--- config.mk ---
export PLATFORM = sky130hd
export DESIGN_NAME = tbase_wdt_irq
export DESIGN_NICKNAME = d
export VERILOG_FILES = /design/src/rtl/tbw_pkg.sv /design/src/rtl/tbw_flag.sv /design/src/rtl/tbw_prescaler.sv /design/src/rtl/tbw_divstage.sv /design/src/rtl/tbw_irq_latch.sv /design/src/rtl/tbase_wdt_irq.sv
export SDC_FILE = /design/constraint.sdc
export NUM_CORES = 1
export LEC_CHECK = 0
export BUFFER_PORTS_ARGS = -buffer_cell sky130_fd_sc_hd__buf_2
export CELL_PAD_IN_SITES_DETAIL_PLACEMENT = 1
export CELL_PAD_IN_SITES_GLOBAL_PLACEMENT = 2
export CORE_AREA = 2 2 47 54
export CTS_BUF_LIST = sky130_fd_sc_hd__clkbuf_8
export DETAILED_ROUTE_END_ITERATION = 12
export DIE_AREA = 0 0 49 56
export MAX_ROUTING_LAYER = met4
export PLACE_DENSITY_LB_ADDON = 0.1
export REMOVE_ABC_BUFFERS = 1
export SETUP_SLACK_MARGIN = 0.2
export SYNTH_ARGS = -nofsm -noshare
export SYNTH_HDL_FRONTEND = slang
export SYNTH_HIERARCHICAL = 1
export SYNTH_SLANG_ARGS = --single-unit
--- constraint.sdc ---
create_clock -name clk_i -period 2.6 [get_ports clk_i]
set_input_delay 0.13 -clock clk_i [delete_from_list [all_inputs] [get_ports clk_i]]
set_output_delay 0.13 -clock clk_i [all_outputs]
set_load 0.02 [all_outputs]
--- src/rtl/tbw_pkg.sv ---
package tbw_pkg;
   // Decoded command strobes, one cycle each
   typedef struct packed {
      logic tmr_on;
      logic tmr_off;
      logic tmr_zero;
      logic wdt_on;
      logic wdt_off;
      logic wdt_kick;
      logic irq_on;
      logic irq_off;
   } cmd_t;

   // Index of each enable flag in the flag bank
   localparam int FLAG_TMR = 0;
   localparam int FLAG_WDT = 1;
   localparam int FLAG_IRQ = 2;
   localparam int NUM_FLAGS = 3;
endpackage

--- src/rtl/tbw_flag.sv ---
module tbw_flag (
   input  logic clk_i,
   input  logic rst_ni,
   input  logic set_i,
   input  logic clr_i,
   output logic q_o
);
   always_ff @(posedge clk_i or negedge rst_ni) begin
      if (!rst_ni)     q_o <= 1'b0;
      else if (clr_i)  q_o <= 1'b0;
      else if (set_i)  q_o <= 1'b1;
   end

   p_off_wins_r11: assert property (@(posedge clk_i) disable iff (!rst_ni)
      clr_i |=> !q_o);
   p_on_takes_r11: assert property (@(posedge clk_i) disable iff (!rst_ni)
      set_i && !clr_i |=> q_o);
endmodule

--- src/rtl/tbw_prescaler.sv ---
module tbw_prescaler #(
   parameter int DIV = 256
) (
   input  logic clk_i,
   input  logic rst_ni,
   input  logic run_i,
   input  logic zero_i,
   output logic wrap_o
);
   localparam int  CW   = (DIV > 1) ? $clog2(DIV) : 1;
   localparam bit  POW2 = ((DIV & (DIV - 1)) == 0);

   logic [CW-1:0] cnt_q;
   logic          at_top;

   generate
      if (POW2) begin : g_pow2
         assign at_top = &cnt_q;
      end else begin : g_cmp
         assign at_top = (cnt_q == CW'(DIV - 1));
      end
   endgenerate

   assign wrap_o = run_i & at_top & ~zero_i;

   always_ff @(posedge clk_i or negedge rst_ni) begin
      if (!rst_ni)       cnt_q <= '0;
      else if (zero_i)   cnt_q <= '0;
      else if (run_i)    cnt_q <= at_top ? '0 : cnt_q + 1'b1;
   end

   p_hold_when_off_r3: assert property (@(posedge clk_i) disable iff (!rst_ni)
      !run_i && !zero_i |=> $stable(cnt_q));
   p_zero_next_r4: assert property (@(posedge clk_i) disable iff (!rst_ni)
      zero_i |=> cnt_q == '0);
endmodule

--- src/rtl/tbw_divstage.sv ---
module tbw_divstage #(
   parameter int DIV = 4
) (
   input  logic clk_i,
   input  logic rst_ni,
   input  logic en_i,
   input  logic step_i,
   input  logic zero_i,
   output logic tmo_o
);
   generate
      if (DIV == 1) begin : g_pass
         assign tmo_o = en_i & step_i & ~zero_i;
      end else begin : g_cnt
         localparam int CW = $clog2(DIV);
         logic [CW-1:0] cnt_q;
         logic          at_top;
         assign at_top = (cnt_q == CW'(DIV - 1));
         assign tmo_o  = en_i & step_i & at_top & ~zero_i;

         always_ff @(posedge clk_i or negedge rst_ni) begin
            if (!rst_ni)              cnt_q <= '0;
            else if (zero_i)          cnt_q <= '0;
            else if (en_i && step_i)  cnt_q <= at_top ? '0 : cnt_q + 1'b1;
         end

         p_wdt_hold_r6: assert property (@(posedge clk_i) disable iff (!rst_ni)
            !en_i && !zero_i |=> $stable(cnt_q));
         p_wdt_kick_r8: assert property (@(posedge clk_i) disable iff (!rst_ni)
            zero_i |=> cnt_q == '0);
      end
   endgenerate
endmodule

--- src/rtl/tbw_irq_latch.sv ---
module tbw_irq_latch (
   input  logic clk_i,
   input  logic rst_ni,
   input  logic en_i,
   input  logic set_i,
   input  logic rel_i,
   output logic irq_n_o
);
   logic pend_q;

   always_ff @(posedge clk_i or negedge rst_ni) begin
      if (!rst_ni)               pend_q <= 1'b0;
      else if (rel_i || !en_i)   pend_q <= 1'b0;
      else if (set_i)            pend_q <= 1'b1;
   end

   assign irq_n_o = ~pend_q;

   p_irq_set_r7: assert property (@(posedge clk_i) disable iff (!rst_ni)
      en_i && set_i && !rel_i |=> !irq_n_o);
   p_irq_hold_r7: assert property (@(posedge clk_i) disable iff (!rst_ni)
      !irq_n_o && en_i && !rel_i |=> !irq_n_o);
   p_irq_release_r8: assert property (@(posedge clk_i) disable iff (!rst_ni)
      rel_i |=> irq_n_o);
   p_irq_off_r9: assert property (@(posedge clk_i) disable iff (!rst_ni)
      !en_i |=> irq_n_o);
endmodule

--- src/rtl/tbase_wdt_irq.sv ---
module tbase_wdt_irq #(
   parameter int PRE_DIV = 256,
   parameter int WDT_DIV = 4
) (
   input  logic clk_i,
   input  logic rst_ni,
   input  logic tmr_on_i,
   input  logic tmr_off_i,
   input  logic tmr_zero_i,
   input  logic wdt_on_i,
   input  logic wdt_off_i,
   input  logic wdt_kick_i,
   input  logic irq_on_i,
   input  logic irq_off_i,
   output logic tick_o,
   output logic wdt_tmo_o,
   output logic irq_n_o
);
   import tbw_pkg::*;

   generate
      if (PRE_DIV < 2) begin : g_bad_pre
         $error("PRE_DIV must be at least 2");
      end
      if (WDT_DIV < 1) begin : g_bad_wdt
         $error("WDT_DIV must be at least 1");
      end
   endgenerate

   cmd_t cmd;
   assign cmd = '{tmr_on: tmr_on_i, tmr_off: tmr_off_i, tmr_zero: tmr_zero_i,
                  wdt_on: wdt_on_i, wdt_off: wdt_off_i, wdt_kick: wdt_kick_i,
                  irq_on: irq_on_i, irq_off: irq_off_i};

   // Enable flag bank
   logic [NUM_FLAGS-1:0] f_set, f_clr, f_q;
   assign f_set[FLAG_TMR] = cmd.tmr_on;
   assign f_clr[FLAG_TMR] = cmd.tmr_off;
   assign f_set[FLAG_WDT] = cmd.wdt_on;
   assign f_clr[FLAG_WDT] = cmd.wdt_off;
   assign f_set[FLAG_IRQ] = cmd.irq_on;
   assign f_clr[FLAG_IRQ] = cmd.irq_off;

   generate
      for (genvar gi = 0; gi < NUM_FLAGS; gi++) begin : g_flag
         tbw_flag u_flag (
            .clk_i  (clk_i),
            .rst_ni (rst_ni),
            .set_i  (f_set[gi]),
            .clr_i  (f_clr[gi]),
            .q_o    (f_q[gi])
         );
      end
   endgenerate

   logic pre_wrap, wdt_evt;

   tbw_prescaler #(.DIV(PRE_DIV)) u_pre (
      .clk_i  (clk_i),
      .rst_ni (rst_ni),
      .run_i  (f_q[FLAG_TMR]),
      .zero_i (cmd.tmr_zero),
      .wrap_o (pre_wrap)
   );

   tbw_divstage #(.DIV(WDT_DIV)) u_wdt (
      .clk_i  (clk_i),
      .rst_ni (rst_ni),
      .en_i   (f_q[FLAG_WDT]),
      .step_i (pre_wrap),
      .zero_i (cmd.wdt_kick),
      .tmo_o  (wdt_evt)
   );

   tbw_irq_latch u_irq (
      .clk_i   (clk_i),
      .rst_ni  (rst_ni),
      .en_i    (f_q[FLAG_IRQ]),
      .set_i   (wdt_evt),
      .rel_i   (cmd.wdt_kick | cmd.irq_off),
      .irq_n_o (irq_n_o)
   );

   always_ff @(posedge clk_i or negedge rst_ni) begin
      if (!rst_ni) begin
         tick_o    <= 1'b0;
         wdt_tmo_o <= 1'b0;
      end else begin
         tick_o    <= pre_wrap;
         wdt_tmo_o <= wdt_evt;
      end
   end

   p_tick_single_r2: assert property (@(posedge clk_i) disable iff (!rst_ni)
      tick_o |=> !tick_o);
   p_tmo_with_tick_r5: assert property (@(posedge clk_i) disable iff (!rst_ni)
      wdt_tmo_o |-> tick_o);
   p_irq_gated_r9: assert property (@(posedge clk_i) disable iff (!rst_ni)
      !f_q[FLAG_IRQ] |-> irq_n_o);
   p_wdt_quiet_r6: assert property (@(posedge clk_i) disable iff (!rst_ni)
      !f_q[FLAG_WDT] |=> !wdt_tmo_o);
endmodule

==> run summary, run 1 <==
Buffer count from post-CTS setup fixing - 0
Count of yosys warnings during synthesis - 6
Cell breakdown of the critical path - ha_1 > nand4_1 > nor4_1 > buf_4 > and4b_1 > nor2_1 > nor3b_2
Proportion of synthesized area in mux cells - 0.01322
Number of enable-type register cells in the synthesized netlist - 0
Min-Delay Path Class - in -> reg
Post-place instance area - 853.3 µm²
Die Span X - 49 µm
Cell Int Power - 404.3 µW
Worst supply voltage drop on vdd - 288.3 µV
Total setup violations reported at the end of the flow - 0
Post-synthesis compound-gate area fraction - 0.1620
Initial Utilization - 0.3465
Post-synthesis simple-gate area fraction - 0.2182
Util after Layout - 0.4204
CP Capture Type - flop
Vias per inst - 5.069
Pwr per Cell Area - 563.8 nW/µm²
Slowest CP cell - dfrtp_1
Count of placed standard cells including taps - 111
Global Route Usage Sum - 0.1301
Peak clock frequency supported by timing - 530.7 MHz
Cell taking the most area after synthesis - dfrtp_1
Overall die height - 56 µm
Routed WL - 1562 µm
Area growth from synthesis to layout - 21.32%
Cell area after synthesis - 757.0 µm²
Leading post-synthesis cells by instance count - dfrtp_1, nand2_1, a21oi_1, nand3_1, nor2_1
Setup tns final - 0 ns
XOR/XNOR Fraction of Synth Area - 0.02314
TritonCTS Sinks - 16
H-tree levels - 1
Number of buffers added by the clock tree synthesis step - 3
Most frequently used flop master after synthesis - dfrtp_1
Number of diodes - 0
Register-to-Register Path Depth - 7
Maximum number of pins on one net before global-route repair - 17
Most frequent cell after synthesis - dfrtp_1
Share of final-layout standard cells stronger than drive strength 1 - 0.2442
Number of gates resized after cts - 0
Share of power burned in combinational logic - 0.056
Number of synthesized register bits - 16
Worst hold slack after final layout - 0.07562 ns
Post-route clock skew - 0.005056 ns
Launching element type of the critical path - flop
Post-detailed-route wirelength per cell - 13.47 µm
Yosys cell types - 29
Placement-stage worst setup slack - 0.7289 ns
RSZ-0062 raised after global routing - false
Area share of the leading cell type in the synthesized netlist - 0.5289
Post-layout worst setup margin - 0.7156 ns
Final total power - 517.8 µW
Critical path endpoint - u_irq/pend_q$_DFFE_PN0P_
Net switching power - 113.5 µW
CP Data Required Time - 2.78 ns
Clock tree from TritonCTS - yes
Main combinational cell family by area after synthesis - simple AND/OR/NAND/NOR gates
Final min period - 1.884 ns
Number of non-filler instances in the completed layout - 116
Portion of the clock cycle consumed by the worst path in the final layout - 0.7248
Total Nets Final - 99
Peak fanout along the critical path - 7
Normalized max-slew margin - 0.7624
Area of the die - 2744 µm²
Gr ovfl total - 0
Global placer's final weighted congestion - 0.7425
Slowest cell delay on critical path - 0.41 ns
Number of optimization iterations in the first detailed-route pass - 3
Count of max-cap constraint violations - 0
Data arrival time of the worst path - 2.06 ns
Core Region - 2185 µm²
Post-route cell area - 918.4 µm²
Clock network power share - 0.432
Post-route ant nets - 0
Iter 0 DRT Violations - 10
Buffer levels on the longest clock path - 2
Status - finished clean
Share of total power consumed by net switching - 0.2192
Synthesized area per cell - 10.81 µm²
Critical path type - reg -> reg
Least-Margin Pin Slew - 0.3563 ns
Final hold violation count - 0
Vias in the first global route - 578
Max Transition Viols Final - 0
DRC violation count after routing - 0
Clk slew on worst S/H paths - 0.07 ns
Cell Rows - 18
Part of the total power dissipated in sequential elements - 0.511
Proportion of register bits with asynchronous set or reset after synthesis - 1.000
Synth Area in Adders - 0.03306
Top post-synthesis cells by area - dfrtp_1, o21ba_1, nand2_1
Gate Count Post-Synth - 70
Post-synthesis sequential area ratio - 0.5289
Crit path from - u_pre/cnt_q[0]$_DFFE_PN0P_
Final HPWL from detailed placement - 1127 µm
Worst flop-to-flop path endpoint - u_irq/pend_q$_DFFE_PN0P_
Worst min-delay path startpoint - wdt_kick_i
FF-to-FF Start - u_pre/cnt_q[0]$_DFFE_PN0P_
Later-pin clock latency in the skew report - 0.25 ns
Leakage dissipation - 0.4106 nW
Buffers on Ports - 12
Number of antenna violations at the first check in global routing - 0
Wire length of the first global-routing pass - 2553 µm
Root Buffer - clkbuf_8
Ports placed on the boundary - 13
Worst reg-to-reg setup slack - 0.72 ns
Number of vias after detailed routing - 588
worst max-delay path, delay by kind of cell (launching register included):
kind | cells | cell delay [ns]
DFF | 1 | 0.41
buffers and inverters | 1 | 0.18
adders and majority gates | 1 | 0.22
and+or+nand+nor | 5 | 1.00
power groups by stage:
| stage | combinational [mW] | sequential, mW | clock [mW] |
|---|---|---|---|
| 2_1_floorplan | 0.0130 | 0.267 | 0 |
| 3_3_place_gp | 0.0288 | 0.269 | 0 |
| 3_5_place_dp | 0.0290 | 0.270 | 0 |
| 4_1_cts | 0.0301 | 0.265 | 0.231 |
| 5_1_grt | 0.0334 | 0.266 | 0.237 |
| 6_report | 0.0291 | 0.265 | 0.224 |
layer usage:
layer,track usage,routed length (µm),vias to the layer above,part of all wire
met5,-,0,-,0
met4,0.09796,49,0,0.031
met3,0.03226,46,5,0.029
met2,0.1879,677,13,0.43
met1,0.1549,789,281,0.51
li1,-,-,289,-
cell type report:
| cell class | count | area [µm²] |
|---|---|---|
| Clock buffer | 4 | 55.05 |
| Fill cell | 262 | 1266 |
| Inverter | 2 | 7.507 |
| Multi-Input combinational cell | 50 | 340.3 |
| Sequential cell | 16 | 400.4 |
| Tap cell | 30 | 37.54 |
| Timing Repair Buffer | 14 | 77.57 |
logic make-up (layout without fill, tap and decap cells):
kind of cell               Yosys count  count (layout)
and+or+nand+nor                     28              28
AOI/OAI and AO/OA                   17              17
DFF                                 16              16
buffers and inverters                4              20
adders and majority gates            2               2
xor gates and xnor gates             2               2
muxes                                1               1
cell usage in the layout, fill, tap and decap left out:
master / synthesis / layout
o221ai_1: 1 / 1
or3_1: 1 / 1
nor4_1: 1 / 1
nand3_2: 1 / 1
nand2_1: 7 / 7
o21ai_0: 2 / 2
or2_1: 1 / 1
xor2_1: 2 / 2
and4b_1: 1 / 1
inv_1: 1 / 1
a31oi_1: 3 / 3
or3_2: 1 / 1
o21ba_1: 3 / 3
o211ai_1: 2 / 2
a21bo_1: 2 / 2
nor2_1: 4 / 4
nand4bb_1: 1 / 1
ha_1: 2 / 2
nor3b_2: 1 / 1
a21oi_1: 4 / 4
buf_4: 0 / 1
buf_2: 0 / 12
or4_1: 2 / 2
dfrtp_1: 16 / 16
clkbuf_8: 0 / 4
mux2i_1: 1 / 1
nand3_1: 4 / 4
inv_2: 1 / 1
nand4_1: 2 / 2
dlygate4sd3_1: 0 / 1
nor2b_1: 1 / 1
worst min path at each step:
stage | to | slack (ns) | cells after the start
after floorplan | g_flag[0].u_flag/q_o$_DFFE_PN0P_ | -0.17 | 0
after global placement | u_pre/cnt_q[7]$_DFFE_PN0P_ | 0.06 | 1
after detailed placement | u_pre/cnt_q[7]$_DFFE_PN0P_ | 0.06 | 1
after CTS | u_wdt/g_cnt.cnt_q[0]$_DFFE_PN0P_ | 0.06 | 2
after global routing | u_wdt/g_cnt.cnt_q[0]$_DFFE_PN0P_ | 0.06 | 2
final | u_wdt/g_cnt.cnt_q[0]$_DFFE_PN0P_ | 0.08 | 2
timing repair:
action / in CTS / in global routing
setup endpoints to repair: 0 / 0
hold buffers: 1 / 0
endpoints found under the hold margin: 16 / 0
sequential cells by signal, summed over array words and instances (netlist names):
| name | count |
|---|---|
| u_pre/cnt_q | 8 |
| g_flag.u_flag/q_o | 3 |
| u_wdt/g_cnt.cnt_q | 2 |
| tick_o | 1 |
| u_irq/pend_q | 1 |
| wdt_tmo_o | 1 |
(Power assumes the default switching activity.)
==> run 2: changes to the inputs <==
Clock period 2.6 ns to 1.8 ns, I/O delays scaled along.
==> run summary, run 2 (synthesis results as in run 1) <==
Post-route cell area - 974.7 µm² (+6.1%)
H-tree levels - 1 (unchanged)
Post-layout worst setup margin - 0.2792 ns (-0.4364 ns)
Worst reg-to-reg setup slack - 0.28 ns (-0.44 ns)
Number of optimization iterations in the first detailed-route pass - 3 (unchanged)
Worst supply voltage drop on vdd - 516.8 µV (+79%)
Portion of the clock cycle consumed by the worst path in the final layout - 0.8449 (+0.1201)
Area of the die - 2744 µm² (unchanged)
Core Region - 2185 µm² (unchanged)
Final min period - 1.521 ns (-0.3636 ns)
Launching element type of the critical path - flop
Placement-stage worst setup slack - 0.2104 ns (-0.5185 ns)
Leakage dissipation - 0.4396 nW (+7.1%)
Largest registers - u_pre/cnt_q (8), g_flag.u_flag/q_o (3), u_wdt/g_cnt.cnt_q (2)
Number of buffers added by the clock tree synthesis step - 3 (unchanged)
Least-Margin Pin Slew - 0.3552 ns (-0.001159 ns)
Worst min-delay path startpoint - wdt_kick_i
Vias in the first global route - 626 (+8.3%)
Later-pin clock latency in the skew report - 0.25 ns (about the same)
Number of antenna violations at the first check in global routing - 0 (unchanged)
Critical path type - reg -> reg
Gr ovfl total - 0 (unchanged)
Cell Rows - 18 (unchanged)
Overall die height - 56 µm (unchanged)
Number of non-filler instances in the completed layout - 122 (+5.2%)
Peak fanout along the critical path - 2 (-5)
Pwr per Cell Area - 776.3 nW/µm² (+38%)
Worst flop-to-flop path endpoint - u_irq/pend_q$_DFFE_PN0P_
Post-route ant nets - 0 (unchanged)
Commonest cells after routing, fill and taps aside - dfrtp_1, buf_2, buf_4, nand2_1
FF-to-FF Start - u_pre/cnt_q[0]$_DFFE_PN0P_
Slowest cell delay on critical path - 0.36 ns (-0.05 ns)
Cell breakdown of the critical path - ha_2 > nand4_1 > nor4_2 > and4b_1 > nor2_2 > nor3b_2
Slowest CP cell - dfrtp_1
Global placer's final weighted congestion - 0.7165 (-3.5%)
Filler cell count - 260 (-0.76%)
Normalized max-slew margin - 0.7632 (+0.0007730)
Buffer levels on the longest clock path - 2 (unchanged)
Area growth from synthesis to layout - 28.76%
DRC violation count after routing - 0 (unchanged)
Final total power - 756.6 µW (+46%)
CP Capture Type - flop
TritonCTS Sinks - 16 (unchanged)
Routed WL - 1638 µm (+4.9%)
Final HPWL from detailed placement - 1119 µm (-0.71%)
Worst hold slack after final layout - 0.02949 ns (-0.04613 ns)
Final hold violation count - 0 (unchanged)
Clock tree from TritonCTS - yes
CP Data Required Time - 1.98 ns (-0.80 ns)
Maximum number of pins on one net before global-route repair - 17 (unchanged)
Max Transition Viols Final - 0 (unchanged)
Status - finished clean
Iter 0 DRT Violations - 10 (unchanged)
Wire length of the first global-routing pass - 2849 µm (+12%)
Data arrival time of the worst path - 1.70 ns (-0.36 ns)
Util after Layout - 0.4462 (+0.02577)
Share of final-layout standard cells stronger than drive strength 1 - 0.3261 (+0.08190)
Global Route Usage Sum - 0.1416 (+0.01153)
Root Buffer - clkbuf_8
Total Nets Final - 105 (+6.1%)
Clk slew on worst S/H paths - 0.07 ns (about the same)
Register name with the most flops - u_pre/cnt_q
Register-to-Register Path Depth - 6 (-1)
Total setup violations reported at the end of the flow - 0 (unchanged)
Count of placed standard cells including taps - 113 (+1.8%)
Number of vias after detailed routing - 629 (+7.0%)
Post-detailed-route wirelength per cell - 13.43 µm (-0.29%)
Most common library cell in the layout ignoring fill and taps - dfrtp_1
Setup tns final - 0 ns (unchanged)
Min-Delay Path Class - in -> reg
Count of max-cap constraint violations - 0 (unchanged)
Number of diodes - 0 (unchanged)
Post-route clock skew - 0.005224 ns (+0.0001681 ns)
Buffers on Ports - 12 (unchanged)
Post-place instance area - 868.3 µm² (+1.8%)
Ports placed on the boundary - 13 (unchanged)
Worst Hold End - u_wdt/g_cnt.cnt_q[1]$_DFFE_PN0P_
Flip-flop count of the largest register after layout - 8 (unchanged)
Hold Path Depth - 2 (unchanged)
Peak clock frequency supported by timing - 657.6 MHz (+24%)
Die Span X - 49 µm (unchanged)
Vias per inst - 5.156 (+1.7%)
RSZ-0062 raised after global routing - true
Initial Utilization - 0.3465 (unchanged)
## run 2: repair_timing
action | in CTS | in global routing
hold buffers | 1 | 0
endpoints found under the setup margin | 3 | 3
pin swaps | 3 | 3
gates resized for setup | 2 | 1
hold endpoints to repair | 16 | 0
setup buffers | 3 | 1
## run 2: how the worst max path moves through the flow
stage	from	endpoint	slack, ns	cells after the start
after global routing	u_pre/cnt_q[1]$_DFFE_PN0P_	u_irq/pend_q$_DFFE_PN0P_	0.13	6
final	u_pre/cnt_q[0]$_DFFE_PN0P_	u_irq/pend_q$_DFFE_PN0P_	0.28	6
after detailed placement	u_pre/cnt_q[0]$_DFFE_PN0P_	u_irq/pend_q$_DFFE_PN0P_	0.21	6
after floorplan	u_pre/cnt_q[0]$_DFFE_PN0P_	u_irq/pend_q$_DFFE_PN0P_	-0.07	6
after CTS	u_pre/cnt_q[1]$_DFFE_PN0P_	u_irq/pend_q$_DFFE_PN0P_	0.21	6
after global placement	u_pre/cnt_q[0]$_DFFE_PN0P_	u_irq/pend_q$_DFFE_PN0P_	0.25	6
## run 2: cell type report
cell class	count	area [µm²]	share of cell area
Tap cell	30	37.54	0.03851
Timing Repair Buffer	20	122.6	0.1258
Inverter	2	7.507	0.007702
Clock buffer	4	55.05	0.05648
Multi-Input combinational cell	50	351.6	0.3607
Sequential cell	16	400.4	0.4108
## run 2: where the power goes
group	leakage [nW]	internal, mW	switching (mW)
Combinational	0.193	0.0269	0.0289
Sequential	0.218	0.369	0.00838
Clock	0.0288	0.194	0.129
## run 2: per-layer routing
metal,global-route usage,share of wire
met5,-,0
met3,0.02688,0.035
met2,0.2231,0.50
met4,0.07347,0.018
met1,0.1714,0.44
## run 2: worst max-delay path, delay by kind of cell (launching register included)
kind	cells	cell delay (ns)
AND/OR/NAND/NOR	5	0.89
flip-flops	1	0.36
adder cells (fa/ha/maj)	1	0.18
